$ cat config.mk
export PLATFORM = sky130hd
export DESIGN_NAME = glb_pwr_ctl
export DESIGN_NICKNAME = d
export VERILOG_FILES = /design/src/rtl/gpc_pkg.sv /design/src/rtl/gpc_sync.sv /design/src/rtl/gpc_rst_fsm.sv /design/src/rtl/gpc_regs.sv /design/src/rtl/glb_pwr_ctl.sv
export SDC_FILE = /design/constraint.sdc
export NUM_CORES = 1
export LEC_CHECK = 0
export BUFFER_PORTS_ARGS = -buffer_cell sky130_fd_sc_hd__buf_2
export CORE_AREA = 4 4 76 78
export CTS_BUF_LIST = sky130_fd_sc_hd__clkbuf_16
export CTS_CLUSTER_SIZE = 25
export DETAILED_ROUTE_END_ITERATION = 12
export DIE_AREA = 0 0 80 82
export SLEW_MARGIN = 20
export SYNTH_ARGS = -nofsm -noshare
export SYNTH_HDL_FRONTEND = slang
export SYNTH_SLANG_ARGS = --single-unit
$ cat constraint.sdc
create_clock -name clk -period 1.46 [get_ports clk]
set_input_delay 0.073 -clock clk [delete_from_list [all_inputs] [get_ports clk]]
set_output_delay 0.073 -clock clk [all_outputs]
set_load 0.01 [all_outputs]
$ cat src/rtl/gpc_pkg.sv
package gpc_pkg;
    localparam int DATA_W     = 8;
    localparam int ADDR_W     = 2;

    localparam logic [ADDR_W-1:0] A_GLB = 2'd0;
    localparam logic [ADDR_W-1:0] A_OUT = 2'd1;
    localparam logic [ADDR_W-1:0] A_ADC = 2'd2;

    // bit positions inside the global register
    localparam int B_SRST     = 7;
    localparam int B_PD       = 5;
    localparam int B_KEEP_HI  = 4;
    localparam int B_KEEP_LO  = 3;
    localparam int B_PRIO     = 2;
    localparam int B_FESAVE   = 1;
    // bit positions inside the output register
    localparam int B_FLOAT    = 6;
    localparam int B_TIMFORCE = 5;

    localparam int N_ADC      = 4;

    // mask of bits that survive a software reset (global register, 7 stored bits)
    localparam logic [DATA_W-2:0] KEEP_MASK = 7'b001_1000;

    typedef enum logic [0:0] {
        ST_RUN   = 1'b0,
        ST_RESET = 1'b1
    } rst_state_t;
endpackage

$ cat src/rtl/gpc_sync.sv
module gpc_sync #(
    parameter int W      = 1,
    parameter int STAGES = 2
) (
    input  logic         clk,
    input  logic         rst_n,
    input  logic [W-1:0] d,
    output logic [W-1:0] q
);
    logic [W-1:0] stage_q [STAGES];

    genvar s;
    generate
        for (s = 0; s < STAGES; s++) begin : g_stage
            if (s == 0) begin : g_first
                always_ff @(posedge clk or negedge rst_n) begin
                    if (!rst_n) stage_q[s] <= '0;
                    else        stage_q[s] <= d;
                end
            end else begin : g_next
                always_ff @(posedge clk or negedge rst_n) begin
                    if (!rst_n) stage_q[s] <= '0;
                    else        stage_q[s] <= stage_q[s-1];
                end
            end
        end
    endgenerate

    assign q = stage_q[STAGES-1];
endmodule

$ cat src/rtl/gpc_rst_fsm.sv
module gpc_rst_fsm
    import gpc_pkg::*;
#(
    parameter int RST_CYCLES = 54000
) (
    input  logic clk,
    input  logic rst_n,
    input  logic start,
    output logic busy
);
    localparam int CW = $clog2(RST_CYCLES + 1);
    localparam logic [CW-1:0] LAST = CW'(RST_CYCLES - 1);

    rst_state_t state_q, state_d;
    logic [CW-1:0] cnt_q, cnt_d;

    // next-state and counter logic
    always_comb begin
        state_d = state_q;
        cnt_d   = cnt_q;
        unique case (state_q)
            ST_RUN: begin
                cnt_d = '0;
                if (start) state_d = ST_RESET;   // transition: start request
            end
            ST_RESET: begin
                if (cnt_q == LAST) begin         // transition: window elapsed
                    state_d = ST_RUN;
                    cnt_d   = '0;
                end else begin
                    cnt_d = cnt_q + 1'b1;
                end
            end
        endcase
    end

    // state register
    always_ff @(posedge clk or negedge rst_n) begin
        if (!rst_n) begin
            state_q <= ST_RUN;
            cnt_q   <= '0;
        end else begin
            state_q <= state_d;
            cnt_q   <= cnt_d;
        end
    end

    // outputs
    always_comb begin
        unique case (state_q)
            ST_RUN:   busy = 1'b0;
            ST_RESET: busy = 1'b1;
        endcase
    end

    p_cnt_bound_r6: assert property (@(posedge clk) disable iff (!rst_n)
        busy |-> (cnt_q <= LAST));
    p_start_busy_r6: assert property (@(posedge clk) disable iff (!rst_n)
        (start && !busy) |=> busy);
    p_idle_cnt_r6: assert property (@(posedge clk) disable iff (!rst_n)
        !busy |-> (cnt_q == '0));
endmodule

$ cat src/rtl/gpc_regs.sv
module gpc_regs
    import gpc_pkg::*;
(
    input  logic              clk,
    input  logic              rst_n,
    input  logic              busy,
    input  logic              wr_en,
    input  logic [ADDR_W-1:0] wr_addr,
    input  logic [DATA_W-1:0] wr_data,
    input  logic [ADDR_W-1:0] rd_addr,
    output logic [DATA_W-1:0] rd_data,
    output logic              wr_ack,
    output logic              wr_reject,
    output logic              start,
    output logic              pd_bit,
    output logic              prio_bit,
    output logic              fe_save,
    output logic              float_bit,
    output logic              tim_force,
    output logic [N_ADC-1:0]  adc_bits
);
    logic [DATA_W-2:0] glb_q;   // bit 7 is never stored: it self-clears
    logic [DATA_W-1:0] out_q;
    logic [N_ADC-1:0]  adc_q;
    logic              wr_ok;

    assign wr_ok     = wr_en && !busy;
    assign start     = wr_ok && (wr_addr == A_GLB) && wr_data[B_SRST];
    assign wr_ack    = wr_ok && !start;
    assign wr_reject = wr_en && busy;

    always_ff @(posedge clk or negedge rst_n) begin
        if (!rst_n) begin
            glb_q <= '0;
            out_q <= '0;
            adc_q <= '0;
        end else if (start) begin
            glb_q <= glb_q & KEEP_MASK;
            out_q <= '0;
            adc_q <= '0;
        end else if (wr_ok) begin
            unique case (wr_addr)
                A_GLB:   glb_q <= wr_data[DATA_W-2:0];
                A_OUT:   out_q <= wr_data;
                A_ADC:   adc_q <= wr_data[N_ADC-1:0];
                default: ;
            endcase
        end
    end

    always_comb begin
        rd_data = '0;
        if (!busy) begin
            unique case (rd_addr)
                A_GLB:   rd_data = {1'b0, glb_q};
                A_OUT:   rd_data = out_q;
                A_ADC:   rd_data = {{(DATA_W-N_ADC){1'b0}}, adc_q};
                default: rd_data = '0;
            endcase
        end
    end

    assign pd_bit    = glb_q[B_PD];
    assign prio_bit  = glb_q[B_PRIO];
    assign fe_save   = glb_q[B_FESAVE];
    assign float_bit = out_q[B_FLOAT];
    assign tim_force = out_q[B_TIMFORCE];
    assign adc_bits  = adc_q;

    p_reject_hold_r9: assert property (@(posedge clk) disable iff (!rst_n)
        (busy && wr_en) |=> ($stable(glb_q) && $stable(out_q) && $stable(adc_q)));
    p_selfclr_r6: assert property (@(posedge clk) disable iff (!rst_n)
        busy |-> (!glb_q[B_PD] && adc_q == '0 && out_q == '0));
    p_keep_field_r7: assert property (@(posedge clk) disable iff (!rst_n)
        start |=> (glb_q[B_KEEP_HI:B_KEEP_LO] == $past(glb_q[B_KEEP_HI:B_KEEP_LO])));
    p_ack_excl_r8: assert property (@(posedge clk) disable iff (!rst_n)
        !(wr_ack && wr_reject));
endmodule

$ cat src/rtl/glb_pwr_ctl.sv
module glb_pwr_ctl
    import gpc_pkg::*;
#(
    parameter int RST_CYCLES = 54000
) (
    input  logic              clk,
    input  logic              rst_n,
    input  logic              wr_en,
    input  logic [ADDR_W-1:0] wr_addr,
    input  logic [DATA_W-1:0] wr_data,
    input  logic [ADDR_W-1:0] rd_addr,
    output logic [DATA_W-1:0] rd_data,
    output logic              wr_ack,
    output logic              wr_reject,
    input  logic              pd_pin,
    input  logic              oe_pin,
    output logic              core_clk_en,
    output logic [N_ADC-1:0]  adc_pd,
    output logic              fe_gate,
    output logic              rst_busy,
    output logic              pix_oe,
    output logic              tim_oe
);
    logic             busy, start;
    logic             pd_bit, prio_bit, fe_save, float_bit, tim_force;
    logic [N_ADC-1:0] adc_bits;
    logic [1:0]       pins_s;
    logic             pd_sel, float_cond;

    gpc_sync #(.W(2), .STAGES(2)) u_sync (
        .clk   (clk),
        .rst_n (rst_n),
        .d     ({oe_pin, pd_pin}),
        .q     (pins_s)
    );

    gpc_regs u_regs (
        .clk       (clk),
        .rst_n     (rst_n),
        .busy      (busy),
        .wr_en     (wr_en),
        .wr_addr   (wr_addr),
        .wr_data   (wr_data),
        .rd_addr   (rd_addr),
        .rd_data   (rd_data),
        .wr_ack    (wr_ack),
        .wr_reject (wr_reject),
        .start     (start),
        .pd_bit    (pd_bit),
        .prio_bit  (prio_bit),
        .fe_save   (fe_save),
        .float_bit (float_bit),
        .tim_force (tim_force),
        .adc_bits  (adc_bits)
    );

    gpc_rst_fsm #(.RST_CYCLES(RST_CYCLES)) u_fsm (
        .clk   (clk),
        .rst_n (rst_n),
        .start (start),
        .busy  (busy)
    );

    // power-down source selection, registered so the gate moves on an edge
    assign pd_sel = prio_bit ? pd_bit : pins_s[0];

    always_ff @(posedge clk or negedge rst_n) begin
        if (!rst_n) core_clk_en <= 1'b1;
        else        core_clk_en <= !pd_sel;
    end

    // ADC index i maps to register bit N_ADC-1-i
    genvar i;
    generate
        for (i = 0; i < N_ADC; i++) begin : g_adc
            assign adc_pd[i] = adc_bits[N_ADC-1-i];
        end
    endgenerate

    assign fe_gate    = fe_save;
    assign rst_busy   = busy;
    assign float_cond = float_bit || pins_s[1];
    assign pix_oe     = !float_cond;
    assign tim_oe     = !float_cond || tim_force;

    p_tim_cover_r11: assert property (@(posedge clk) disable iff (!rst_n)
        !tim_oe |-> !pix_oe);
    p_busy_gate_r6: assert property (@(posedge clk) disable iff (!rst_n)
        rst_busy |-> (adc_pd == '0 && !fe_gate));
endmodule

==> summary.md <==
| Metric | Value |
|---|---|
| Routed length on met2 | `around 2200 um` |
| Top routing layer in use | `met4` |
| Logic depth of the worst setup path including buffers | `4` |
| Clk pin slew, worst setup/hold paths | `around 0.070 ns` |
| Net Sw Power | `0.539 mW` |
| Setup violations, final | `31` |
| Max-capacitance violation count | `0` |
| Cell area after synthesis | `approximately 1900 sq um` |
| I/O Buffers | `35` |
| Count of different cell masters after synthesis | `31` |
| Share of final-layout standard cells stronger than drive strength 1 | `0.420` |
| Max incr delay on CP | `~0.53 ns` |
| Routability-driven placement congestion ratio | `0.762` |
| Ordered list of cells on the worst path | `or4b_4 -> nor2_4 -> nor2_1 -> buf_2` |
| Die Area | `between 6000 and 7000 sq um` |
| Maximum ir drop on the vdd rail | `between 0.5 and 0.6 mV` |
| Number of hold-slack violations in the final timing report | `0` |
| Via count of the routed design | `about 1.5k` |
| CTS sink cnt | `between 40 and 50` |
| Result of the run | `complete, but fails checks` |
| Synth Instances | `between 150 and 200` |
| Root Buffer | `sky130_fd_sc_hd__clkbuf_16` |
| Clock buffers created by TritonCTS | `5` |
| Cell total after placement | `296` |
| Layout overhead on the synthesized area | `42.6%` |
| Total wire length after detailed routing | `roughly 4600 um` |
| Area share of the largest cell type after synthesis | `0.529` |
| Fraction of synthesis flops using an asynchronous set or reset pin | `1.00` |
| Final HPWL from detailed placement | `between 3000 and 4000 um` |
| Die width | `80 um` |
| Total power per unit cell area | `roughly 950 nW/um^2` |
| Max Freq | `0.624 GHz` |
| Total negative setup slack | `-1.33 ns` |
| Violations in the final reports | `negative setup slack` |
| Max-slew violation total from the final report | `0` |
| Antenna violations before repair | `0` |
| GRT Resource Usage Total | `0.148` |
| Slew HR | `0.569` |
| Height of the chip | `82 um` |
| Post-synthesis register bit count | `between 40 and 50` |
| Total number of yosys warnings | `0` |
| Overall overflow remaining after global route | `0` |
| Number of top-level pins | `36` |
| CP Data Arrival Time | `between 1.5 and 2 ns` |
| Floorplan core area | `roughly 5100 sq um` |
| Net count after synthesis | `198` |
| Deepest clock path buffer count | `2` |
| Actual slew at the worst max-slew pin | `0.642 ns` |
| Min-Delay Path Depth | `2` |
| Clock latency reported for the late side of the worst-skew pair | `about 0.28 ns` |
| Final period util | `1.10` |
| Count of flip-flops with a built-in enable after synthesis | `0` |
| CP required | `between 1 and 1.5 ns` |
| Detailed-route wire length per cell | `around 15 um` |
| Total power | `2.56 mW` |
| Category of the critical setup timing path | `reg2out` |
| Standard-cell rows | `26` |
| Setup repair after global routing missed its margin | `yes` |
| # H-tree levels | `2` |
| Largest net degree at the start of global routing | `20` |
| Post-place setup slack | `-0.0390 ns` |
| Vias in the first global route | `approximately 1.6k` |
| Most used flip-flop cell after synthesis | `sky130_fd_sc_hd__dfrtp_1` |
| Global-route wire length before repair | `approximately 7500 um` |
| Post-DR vias/cell | `4.88` |
| Clock tree from TritonCTS | `yes` |
| Top Family by Delay on Critical Path | `simple AND/OR/NAND/NOR gates` |
| Number of cell instances on the worst register-to-register path | `4` |
| Total DRC errors in the routed layout | `0` |
| CP Max Fanout | `3` |
| Sequential Power Share | `0.456` |
| Critical path endpoint category | `output pin` |
| Share of total power in the clock network | `0.493` |
| Initial cell density of the core | `0.373` |
| Routed wl met3 | `185 um` |
| Finished Layout Cells | `approximately 320` |
| Total leakage power | `roughly 1.3 nW` |
| Worst min path class | `in2reg` |
| Library cell occupying the most area in the post-synthesis netlist | `sky130_fd_sc_hd__dfrtp_1` |
| Number of detailed-routing iterations run before antenna repair | `4` |
| Share of total power in combinational logic | `0.051` |
| Worst-case clock skew | `0.00681 ns` |
| Sort of element at the start of the critical path | `flop` |
| Total buffers and inverters traversed by the critical path | `1` |
| Highest-delay cell along the critical path | `sky130_fd_sc_hd__or4b_4` |
| Post-synthesis area per instance | `about 11 sq um` |
| Share of synthesized area occupied by flip-flops and latches | `0.543` |
| Worst hold slack after final layout | `around 0.027 ns` |
| Met1 Routed Length | `approximately 2200 um` |
| Int Pwr | `between 2 and 2.5 mW` |
| Number of nets in the finished design | `~260` |
| Switching share of power | `0.211` |
| Min setup slack post-route | `-0.142 ns` |
| Diodes inserted | `0` |
| Initial detailed-routing violation count | `29` |
| Top area cells in the synthesized netlist | `sky130_fd_sc_hd__dfrtp_1, sky130_fd_sc_hd__nor2_1, sky130_fd_sc_hd__a22o_1, sky130_fd_sc_hd__xnor2_1, sky130_fd_sc_hd__mux2i_1` |
| Post-layout minimum cycle time | `1.60 ns` |
| Number of routed nets with antenna violations | `0` |
[routing by layer]
metal / vias up / track usage
met2: 44 / 0.239
met5: - / 0
met3: 2 / 0.0340
met4: 0 / 0.0456
li1: 744 / -
met1: 747 / 0.198
[Yosys cell counts, types with 2 or more instances]
cell,instances
sky130_fd_sc_hd__dfrtp_1,40
sky130_fd_sc_hd__nor2_1,32
sky130_fd_sc_hd__nand2_1,14
sky130_fd_sc_hd__a22o_1,12
sky130_fd_sc_hd__xnor2_1,12
sky130_fd_sc_hd__mux2i_1,8
sky130_fd_sc_hd__nor3_1,7
sky130_fd_sc_hd__inv_1,6
sky130_fd_sc_hd__o21ai_1,6
sky130_fd_sc_hd__a21oi_1,4
sky130_fd_sc_hd__clkbuf_1,4
sky130_fd_sc_hd__nand3_1,4
sky130_fd_sc_hd__nand4_1,4
sky130_fd_sc_hd__nor4_1,4
sky130_fd_sc_hd__and2_1,3
sky130_fd_sc_hd__nor2_2,3
sky130_fd_sc_hd__mux2_2,2
sky130_fd_sc_hd__xor2_1,2
[cells in the final DEF, fill, tap and decap left out, drive strengths merged, types with 6 or more instances in the layout]
master / instances
a22o: 12
nor2: 35
o21ai: 7
mux2i: 8
nor3: 7
nand2: 14
buf: 60
inv: 6
xnor2: 12
dfrtp: 40
[registers in the layout, indices dropped and copies added (netlist names)]
name / flops
u_regs.out_q: 8
u_fsm.cnt_q: 16
core_clk_en: 1
u_sync.stage_q: 2
u_fsm.state_q: 1
u_regs.adc_bits: 4
u_sync.q: 2
u_regs.glb_q: 7
[worst reg2reg max path: stages (launching register included)]
cell	delay, ns
sky130_fd_sc_hd__dfrtp_2	0.40
sky130_fd_sc_hd__buf_4	0.14
sky130_fd_sc_hd__nand2b_1	0.16
sky130_fd_sc_hd__or3_1	0.47
sky130_fd_sc_hd__a22o_1	0.27
[logic make-up after synthesis]
kind of cell               after synthesis  share of synthesized area
AOI/OAI and AO/OA                       24                     0.0993
xor gates and xnor gates                14                     0.0649
adders and majority gates                1                    0.00662
buffers and inverters                   12                     0.0285
DFF                                     41                      0.543
muxes                                   10                     0.0543
and+or+nand+nor                         78                      0.203
[worst paths after layout]
path | from | end | slack, ns
worst max-delay path | u_fsm.state_q | wr_ack | -0.14
worst min-delay path | wr_data[5] | u_regs.out_q[5] | 0.03
worst max register to register | u_fsm.state_q | u_regs.adc_bits[2] | -0.10
worst min register to register | u_sync.stage_q[2] | u_sync.q[0] | 0.35
max in group asynchronous | rst_n | core_clk_en | 0.58
min in group asynchronous | rst_n | u_regs.adc_bits[1] | 0.27
[what timing repair did]
item                                    CTS  global route
pin swaps                                 1            20
gates resized for setup                   5            36
buffers inserted                          1             7
hold endpoints to repair                 19             0
hold buffers                              3             0
endpoints found under the setup margin    6            33
[cell type report]
type | count | area [sq um]
Sequential cell | 41 | 1030
Clock buffer | 5 | 125
Inverter | 6 | 22.5
Fill cell | 474 | 2380
Multi-Input combinational cell | 127 | 981
Tap cell | 70 | 87.6
Clock inverter | 3 | 46.3
Timing Repair Buffer | 63 | 400
[power by group through the flow]
stage                     sequential, mW  combinational [mW]  clock [mW]
after floorplan                     1.19              0.0430           0
after global placement              1.19               0.122           0
after detailed placement            1.19               0.124           0
after CTS                           1.17               0.132        1.30
after global routing                1.17               0.146        1.34
final                               1.17               0.130        1.26
[metrics by stage]
step / instance area, sq um / utilization
after global placement: 2260 / 0.445
final: 2700 / 0.531
after global routing: 2700 / 0.531
after CTS: 2490 / 0.490
after floorplan: 1900 / -
after detailed placement: 2260 / 0.445
Power figures use the tool's default switching activity.
